### src/rtl/twb_pkg.sv
package twb_pkg;
  typedef struct packed {
    logic start;
    logic stop;
    logic rise;
    logic fall;
  } twb_evt_t;

  localparam int unsigned LINE_SCL = 0;
  localparam int unsigned LINE_SDA = 1;
  localparam int unsigned N_LINES  = 2;
endpackage

### src/rtl/twb_sync.sv
module twb_sync #(
  parameter int unsigned STAGES    = 2,
  parameter bit          RESET_VAL = 1'b1
) (
  input  logic clk_i,
  input  logic rst_ni,
  input  logic d_i,
  output logic q_o
);
  logic [STAGES-1:0] chain_q;

  generate
    if (STAGES == 1) begin : g_one
      always_ff @(posedge clk_i or negedge rst_ni) begin
        if (!rst_ni) chain_q <= RESET_VAL;
        else         chain_q <= d_i;
      end
    end else begin : g_many
      always_ff @(posedge clk_i or negedge rst_ni) begin
        if (!rst_ni) chain_q <= {STAGES{RESET_VAL}};
        else         chain_q <= {chain_q[STAGES-2:0], d_i};
      end
    end
  endgenerate

  assign q_o = chain_q[STAGES-1];
endmodule

### src/rtl/twb_glitch_filter.sv
module twb_glitch_filter #(
  parameter int unsigned WIDTH_CYC = 3,
  parameter bit          RESET_VAL = 1'b1
) (
  input  logic clk_i,
  input  logic rst_ni,
  input  logic d_i,
  output logic q_o
);
  generate
    if (WIDTH_CYC <= 1) begin : g_bypass
      always_ff @(posedge clk_i or negedge rst_ni) begin
        if (!rst_ni) q_o <= RESET_VAL;
        else         q_o <= d_i;
      end
    end else begin : g_count
      localparam int unsigned CW = $clog2(WIDTH_CYC + 1);
      localparam logic [CW-1:0] LAST = CW'(WIDTH_CYC - 1);
      logic [CW-1:0] cnt_q;

      // new level accepted only after WIDTH_CYC consecutive differing samples
      always_ff @(posedge clk_i or negedge rst_ni) begin
        if (!rst_ni) begin
          q_o   <= RESET_VAL;
          cnt_q <= '0;
        end else if (d_i == q_o) begin
          cnt_q <= '0;
        end else if (cnt_q == LAST) begin
          q_o   <= d_i;
          cnt_q <= '0;
        end else begin
          cnt_q <= cnt_q + 1'b1;
        end
      end
    end
  endgenerate
endmodule

### src/rtl/twb_event_det.sv
module twb_event_det
  import twb_pkg::*;
(
  input  logic     clk_i,
  input  logic     rst_ni,
  input  logic     scl_f_i,
  input  logic     sda_f_i,
  output twb_evt_t evt_o,
  output logic     scl_hi_o,
  output logic     bus_idle_o
);
  logic scl_q, sda_q;
  twb_evt_t evt_d;

  always_comb begin
    evt_d.start = scl_q & scl_f_i &  sda_q & ~sda_f_i;
    evt_d.stop  = scl_q & scl_f_i & ~sda_q &  sda_f_i;
    evt_d.rise  = ~scl_q &  scl_f_i;
    evt_d.fall  =  scl_q & ~scl_f_i;
  end

  always_ff @(posedge clk_i or negedge rst_ni) begin
    if (!rst_ni) begin
      scl_q      <= 1'b1;
      sda_q      <= 1'b1;
      evt_o      <= '0;
      bus_idle_o <= 1'b0;
    end else begin
      scl_q <= scl_f_i;
      sda_q <= sda_f_i;
      evt_o <= evt_d;
      if (evt_d.start)     bus_idle_o <= 1'b0;
      else if (evt_d.stop) bus_idle_o <= 1'b1;
    end
  end

  assign scl_hi_o = scl_q;
endmodule

### src/rtl/twb_hold_delay.sv
module twb_hold_delay #(
  parameter int unsigned HOLD_CYC = 15
) (
  input  logic clk_i,
  input  logic rst_ni,
  input  logic scl_hi_i,
  input  logic fall_i,
  input  logic drive_i,
  output logic oe_o
);
  localparam int unsigned CW = $clog2(HOLD_CYC + 2);
  localparam logic [CW-1:0] LOAD = CW'(HOLD_CYC);

  logic [CW-1:0] cnt_q;
  logic          open_win;

  // scl_hi_i lags the filtered level by one cycle, covering the gap before fall_i
  assign open_win = !scl_hi_i && !fall_i && (cnt_q == '0);

  always_ff @(posedge clk_i or negedge rst_ni) begin
    if (!rst_ni) begin
      cnt_q <= '0;
      oe_o  <= 1'b0;
    end else begin
      if (fall_i)              cnt_q <= LOAD;
      else if (cnt_q != '0)    cnt_q <= cnt_q - 1'b1;
      if (open_win)            oe_o  <= drive_i;
    end
  end
endmodule

### src/rtl/twb_cond_det.sv
module twb_cond_det
  import twb_pkg::*;
#(
  parameter int unsigned SYNC_STAGES = 2,
  parameter int unsigned FILT_CYC    = 3,
  parameter int unsigned HOLD_CYC    = 15
) (
  input  logic clk_i,
  input  logic rst_ni,
  input  logic scl_i,
  input  logic sda_i,
  input  logic sda_drive_i,
  output logic start_o,
  output logic stop_o,
  output logic scl_rise_o,
  output logic scl_fall_o,
  output logic bus_idle_o,
  output logic sda_oe_o
);
  logic [N_LINES-1:0] raw, synced, filt;
  twb_evt_t evt;
  logic     scl_hi;

  assign raw[LINE_SCL] = scl_i;
  assign raw[LINE_SDA] = sda_i;

  generate
    for (genvar i = 0; i < N_LINES; i++) begin : g_line
      twb_sync #(.STAGES(SYNC_STAGES), .RESET_VAL(1'b1)) u_sync (
        .clk_i (clk_i),
        .rst_ni(rst_ni),
        .d_i   (raw[i]),
        .q_o   (synced[i])
      );
      twb_glitch_filter #(.WIDTH_CYC(FILT_CYC), .RESET_VAL(1'b1)) u_filt (
        .clk_i (clk_i),
        .rst_ni(rst_ni),
        .d_i   (synced[i]),
        .q_o   (filt[i])
      );
    end
  endgenerate

  twb_event_det u_evt (
    .clk_i     (clk_i),
    .rst_ni    (rst_ni),
    .scl_f_i   (filt[LINE_SCL]),
    .sda_f_i   (filt[LINE_SDA]),
    .evt_o     (evt),
    .scl_hi_o  (scl_hi),
    .bus_idle_o(bus_idle_o)
  );

  twb_hold_delay #(.HOLD_CYC(HOLD_CYC)) u_hold (
    .clk_i   (clk_i),
    .rst_ni  (rst_ni),
    .scl_hi_i(scl_hi),
    .fall_i  (evt.fall),
    .drive_i (sda_drive_i),
    .oe_o    (sda_oe_o)
  );

  assign start_o    = evt.start;
  assign stop_o     = evt.stop;
  assign scl_rise_o = evt.rise;
  assign scl_fall_o = evt.fall;
endmodule

### config.mk
export PLATFORM = sky130hd
export DESIGN_NAME = twb_cond_det
export DESIGN_NICKNAME = d
export VERILOG_FILES = /design/src/rtl/twb_pkg.sv /design/src/rtl/twb_sync.sv /design/src/rtl/twb_glitch_filter.sv /design/src/rtl/twb_event_det.sv /design/src/rtl/twb_hold_delay.sv /design/src/rtl/twb_cond_det.sv
export SDC_FILE = /design/constraint.sdc
export NUM_CORES = 1
export LEC_CHECK = 0
export ABC_AREA = 1
export ABC_CLOCK_PERIOD_IN_PS = 1300
export BUFFER_PORTS_ARGS = -buffer_cell sky130_fd_sc_hd__buf_2
export CAP_MARGIN = 20
export CORE_MARGIN = 1
export CORE_UTILIZATION = 42
export CTS_BUF_LIST = sky130_fd_sc_hd__clkbuf_16
export DETAILED_ROUTE_END_ITERATION = 7
export PLACE_DENSITY = 0.61
export SLEW_MARGIN = 20
export SYNTH_ARGS = -nofsm -noshare
export SYNTH_HDL_FRONTEND = slang
export SYNTH_SLANG_ARGS = --single-unit
### constraint.sdc
create_clock -name clk_i -period 1.3 [get_ports clk_i]
set_clock_uncertainty 0.15 [all_clocks]
set_input_delay 0 -clock clk_i [delete_from_list [all_inputs] [get_ports clk_i]]
set_output_delay 0 -clock clk_i [all_outputs]
set_load 0.01 [all_outputs]
==> impl_metrics.py, run 1 <==
metrics = {
    "placement": {
        "placed_area_sq_um": 947,
        "numPlacedInstances": 120,
        "gp_congestion": 0.824,
        "dpl.hpwl_um": 930,
        "port_buffers": 10,
    },
    "setup_path": {
        "critical-path-max-stage-delay_ns": 0.39,
        "worst-path-max-fanout": 7,
        "critical_path.cell_chain": "inv_1 > ha_4 > nand3_2 > nand2_1 > nand3_1",
        "critical_path_class": "reg -> reg",
        "path_buf_inv": 1,
        "required_ns": 1.28,
        "cpMaxStageDelayCell": "dfrtp_1",
        "worstPathArrival_ns": 1.22,
        "endpoint_kind": "register",
        "critPathLaunchType": "register",
        "crit_family": "flip-flops",
    },
    "timing": {
        "maxSlewHeadroom_pct": 67.8,
        "period_minus_slack_ns": 1.24,
        "rsz0062_at_grt": "no",
        "fmax_mhz": 805,
        "post-route-period-util_pct": 95.5,
        "setup_violations": 0,
        "hold_ws_ns": 0.0884,
        "final_max_slew_viol_count": 0,
        "tightest_slew_ns": 0.484,
        "final_hold_viol_count": 0,
    },
    "grt": {
        "grt_pass1_vias": 515,
        "grt-ovfl-total": 0,
        "grt_pass1_wl_um": 2270,
        "grt_use_total_pct": 15.3,
        "grt_max_degree": 24,
        "antenna_found_initial": 0,
    },
    "yosys": {
        "seq_area_frac_synth_pct": 67.8,
        "ys_warn_count": 0,
        "ys_ff_latch": 23,
        "syn_area_sq_um": 863,
        "syn_area_per_cell_sq_um": 10.4,
        "synthDistinctLibCells": 13,
        "syn-num-nets": 89,
        "synth_cells": 83,
    },
    "routing": {
        "ant_nets": 0,
        "drc_errors": 0,
        "vias_per_cell": 4.80,
        "routedWlPerCell_um": 11.0,
        "wl_um": 1410,
        "first_pass_iters": 4,
        "drtIter0Drc": 5,
        "via_count": 615,
    },
    "die": {
        "dieHeight_um": 47.3,
        "dieArea_sq_um": 2240,
        "ios": 11,
        "fp.dieW_um": 47.3,
        "coreArea_sq_um": 1940,
        "rows": 16,
        "start_util_pct": 44.5,
    },
    "finish": {
        "final_cell_mix": "15 x dfrtp_1, 14 x inv_1, 13 x nand2_1, 10 x buf_2, 8 x dfstp_2",
        "synthToLayoutAreaGrowth_pct": 25.9,
        "antenna_cells": 0,
        "nets": 108,
        "fin_cells": 128,
        "drive_gt1_share_pct": 26.7,
        "fin_area_sq_um": 1090,
        "layout_commonest_cell": "dfrtp_1",
    },
    "power": {
        "p_leak_uw": 0.000530,
        "ir_drop_mv": 0.961,
        "power.density_nw_per_um2": 2400,
    },
    "flow_run": {
        "cap_violations": 0,
    },
    "clock_network": {
        "clockRootBuffer": "clkbuf_16",
        "cts-buffers-inserted": 3,
        "cts_tree": "yes",
        "postCtsSetupBuffers": 0,
        "clk_latency_ns": 0.25,
        "htree_levels": 1,
        "clock_sinks": 23,
        "cts.path.max_buffers": 2,
        "path_clk_slew_ns": 0.06,
    },
    "hold_path": {
        "hold_path.class": "in -> async",
    },
    "run_status": {
        "outcome": "finished clean",
    },
}
what timing repair did:
item                                    in CTS  in global routing
endpoints found under the hold margin       26                  0
hold buffers                                 4                  0
gates resized for setup                      2                  3
endpoints found under the setup margin       5                  6
kinds of logic after synthesis:
kind of cell	synth area share, %
AND/OR/NAND/NOR	19.9
adder cells (fa/ha/maj)	1.45
flip-flops	67.8
buffers and inverters	6.52
AO/OA/AOI/OAI	2.32
XOR/XNOR	2.03
Yosys cell counts:
cell     number  area [sq um]
dfrtp_1      15           375
inv_1        15          56.3
nand2_1      13          48.8
dfstp_2       8           210
nor2_1        8          30.0
nand3_1       6          30.0
nand4_1       5          31.3
nor3_1        5          25.0
o21ai_0       3          15.0
xnor2_1       2          17.5
a21oi_1       1          5.00
ha_1          1          12.5
nor2_2        1          6.26
registers in the layout, indices dropped and copies added, names as in the netlist:
name and count:
u_evt.scl_hi_o 1, u_hold.oe_o 1, u_hold.cnt_q 5, u_evt.bus_idle_o 1, g_line.u_filt.g_count.cnt_q 4, u_evt.evt_o 4
g_line.u_filt.q_o 2, u_evt.sda_q 1, g_line.u_sync.chain_q 4
layout make-up:
class | count | area [sq um]
Clock buffer | 3 | 75.1
Clock inverter | 1 | 5.00
Fill cell | 167 | 855
Inverter | 15 | 56.3
Multi-Input combinational cell | 45 | 241
Sequential cell | 23 | 586
Tap cell | 27 | 33.8
Timing Repair Buffer | 14 | 90.1
power by group:
part	leakage, uW	switching [uW]	internal, uW
clock network	0.0000409	236	413
registers	0.000270	223	1040
logic	0.000219	407	300
total	0.000530	865	1750
final timing paths:
kind | startpoint | endpoint | slack, ns | depth (start not counted)
worst min register to register | g_line[1].u_sync.chain_q[0] | g_line[1].u_sync.chain_q[1] | 0.20 | 0
max in group asynchronous | rst_ni | u_evt.sda_q | 0.56 | 2
worst max register to register | u_hold.cnt_q[1] | u_hold.cnt_q[0] | 0.06 | 5
worst max-delay path | u_hold.cnt_q[1] | u_hold.cnt_q[0] | 0.06 | 5
worst min-delay path | rst_ni | u_evt.evt_o[1] | 0.09 | 2
min in group clk_i | g_line[1].u_sync.chain_q[0] | g_line[1].u_sync.chain_q[1] | 0.20 | 0
per-stage QoR:
stage | setup WS [ns] | total power, uW | utilization, % | setup TNS [ns]
2_1_floorplan | 0.0785 | 1670 | - | 0
3_3_place_gp | -0.00248 | 1860 | 48.8 | -0.00413
3_5_place_dp | -0.0657 | 1900 | 48.8 | -0.229
4_1_cts | 0.0179 | 2620 | 55.6 | 0
5_1_grt | 0.00354 | 2840 | 56.0 | 0
6_report | 0.0585 | 2610 | 56.0 | 0
metal layers:
metal / wire length [um] / GRT usage [%] / vias up
li1: - / - / 299
met1: 682 / 18.7 / 300
met2: 671 / 23.3 / 14
met3: 47 / 4.23 / 2
met4: 10 / 10.9 / 0
met5: 0 / 0 / -
Power figures use the tool's default switching activity.
==> run 2, diff against run 1 <==
Settings changed: ABC_CLOCK_PERIOD_IN_PS 1300 to 1550.
Clock period 1.3 ns to 1.55 ns, I/O delays scaled along.
==> impl_metrics.py, run 2 (synthesis results as in run 1) <==
metrics = {
    "timing": {
        "maxSlewHeadroom_pct": 68.1,
        "final_hold_viol_count": 0,
        "setup_violations": 0,
        "hold_ws_ns": 0.0825,
        "tightest_slew_ns": 0.478,
        "fin_setup_tns_ns": 0,
        "rsz0062_at_grt": "no",
        "period_minus_slack_ns": 1.38,
        "fmax_mhz": 723,
        "post-route-period-util_pct": 89.2,
        "final_max_slew_viol_count": 0,
    },
    "die": {
        "dieHeight_um": 47.3,
        "dieArea_sq_um": 2240,
        "start_util_pct": 44.5,
        "fp.dieW_um": 47.3,
        "rows": 16,
        "coreArea_sq_um": 1940,
        "ios": 11,
    },
    "routing": {
        "first_pass_iters": 4,
        "drc_errors": 0,
        "routedWlPerCell_um": 10.6,
        "drtIter0Drc": 8,
        "vias_per_cell": 4.66,
        "wl_um": 1360,
        "via_count": 596,
        "ant_nets": 0,
    },
    "clock_network": {
        "cts_tree": "yes",
        "postCtsSetupBuffers": 0,
        "cts.path.max_buffers": 2,
        "path_clk_slew_ns": 0.06,
        "clockRootBuffer": "clkbuf_16",
        "htree_levels": 1,
        "clock_sinks": 23,
        "cts-buffers-inserted": 3,
        "clk_latency_ns": 0.25,
    },
    "setup_path": {
        "critical-path-max-stage-delay_ns": 0.39,
        "crit_top_cell": "nand3_1",
        "path_buf_inv": 1,
        "cpMaxStageDelayCell": "dfrtp_1",
        "critPathLaunchType": "register",
        "required_ns": 1.53,
        "critical_path_class": "reg -> reg",
        "crit_family": "flip-flops",
        "endpoint_kind": "register",
        "worst-path-max-fanout": 7,
        "critical_path.cell_chain": "inv_1 > ha_1 > nand3_1 > nand2_1 > nand3_1",
        "worstPathArrival_ns": 1.37,
    },
    "grt": {
        "grt_use_total_pct": 14.8,
        "grt_max_degree": 24,
        "grt_pass1_wl_um": 2230,
        "grt_pass1_vias": 526,
        "antenna_found_initial": 0,
        "grt-ovfl-total": 0,
    },
    "placement": {
        "port_buffers": 10,
        "dpl.hpwl_um": 921,
        "gp_congestion": 0.824,
        "numPlacedInstances": 120,
    },
    "flow_run": {
        "cap_violations": 0,
    },
    "power": {
        "power.density_nw_per_um2": 2010,
        "p_leak_uw": 0.000532,
        "power_switching_uw": 699,
        "p_sw_share_pct": 32.7,
        "p_int_uw": 1440,
        "p_comb_share_pct": 25.2,
        "pwr-share-clk_pct": 25.7,
        "ir_drop_mv": 0.914,
        "p_seq_share_pct": 49.0,
    },
    "finish": {
        "final_cell_mix": "15 x inv_1, 15 x dfrtp_1, 13 x nand2_1, 10 x buf_2",
        "nets": 108,
        "fin_cells": 128,
        "largest_reg_flops": 5,
        "largest_register": "u_hold.cnt_q",
        "antenna_cells": 0,
        "synthToLayoutAreaGrowth_pct": 23.6,
        "drive_gt1_share_pct": 22.8,
    },
    "run_status": {
        "outcome": "finished clean",
    },
    "hold_path": {
        "hold_path.class": "in -> async",
    },
}
==> run 2: cell counts in the layout (fill, tap and decap cells not counted) <==
No cell type changed its count.
==> run 2: path summary, 6_finish.rpt <==
| kind | start | endpoint | slack (ns) | cells past startpoint |
|---|---|---|---|---|
| min | rst_ni | u_hold.oe_o | 0.08 | 2 |
| min in group clk_i | g_line[1].u_sync.chain_q[0] | g_line[1].u_sync.chain_q[1] | 0.20 | 0 |
| min reg2reg | g_line[1].u_sync.chain_q[0] | g_line[1].u_sync.chain_q[1] | 0.20 | 0 |
| max | u_hold.cnt_q[0] | u_hold.cnt_q[0] | 0.17 | 5 |
| max in group asynchronous | rst_ni | g_line[1].u_filt.q_o | 0.82 | 2 |
| max reg2reg | u_hold.cnt_q[0] | u_hold.cnt_q[0] | 0.17 | 5 |
==> run 2: final cells by class <==
cell class | count | area (sq um)
Sequential cell | 23 | 586
Timing Repair Buffer | 14 | 90.1
Tap cell | 27 | 33.8
Inverter | 15 | 56.3
Multi-Input combinational cell | 45 | 221
Clock inverter | 1 | 5.00
Fill cell | 179 | 875
Clock buffer | 3 | 75.1
==> run 2: worst reg2reg max path, cell delays in order (launching register included) <==
cell     delay [ns]
dfrtp_1        0.39
inv_1          0.10
ha_1           0.28
nand3_1        0.18
nand2_1        0.09
nand3_1        0.07
==> run 2: repair_timing <==
item,4_1_cts,5_1_grt
endpoints found under the hold margin,26,0
setup endpoints to repair,0,0
gates resized for setup,0,0
hold buffers,4,0
==> run 2: power by group through the flow <==
stage | Combinational [uW] | Clock (uW) | Sequential, uW
after floorplan | 352 | 0 | 1050
after global placement | 521 | 0 | 1040
after detailed placement | 534 | 0 | 1060
after CTS | 551 | 563 | 1050
after global routing | 653 | 590 | 1090
final | 540 | 551 | 1050
==> run 2: through the flow <==
step	power [uW]	cell area (sq um)	util, %	setup WS [ns]
after floorplan	1400	863	-	0.329
after global placement	1560	947	48.8	0.248
after detailed placement	1590	947	48.8	0.189
after CTS	2170	1070	55.0	0.179
after global routing	2330	1070	55.0	0.0704
final	2140	1070	55.0	0.167
==> run 2: metal layers <==
| layer | wire length (um) | part of all wire [%] | track usage, % |
|---|---|---|---|
| met5 | 0 | 0 | 0 |
| met4 | 29 | 2.1 | 10.9 |
| met3 | 50 | 3.7 | 4.23 |
| met2 | 638 | 47 | 23.0 |
| met1 | 637 | 47 | 17.4 |
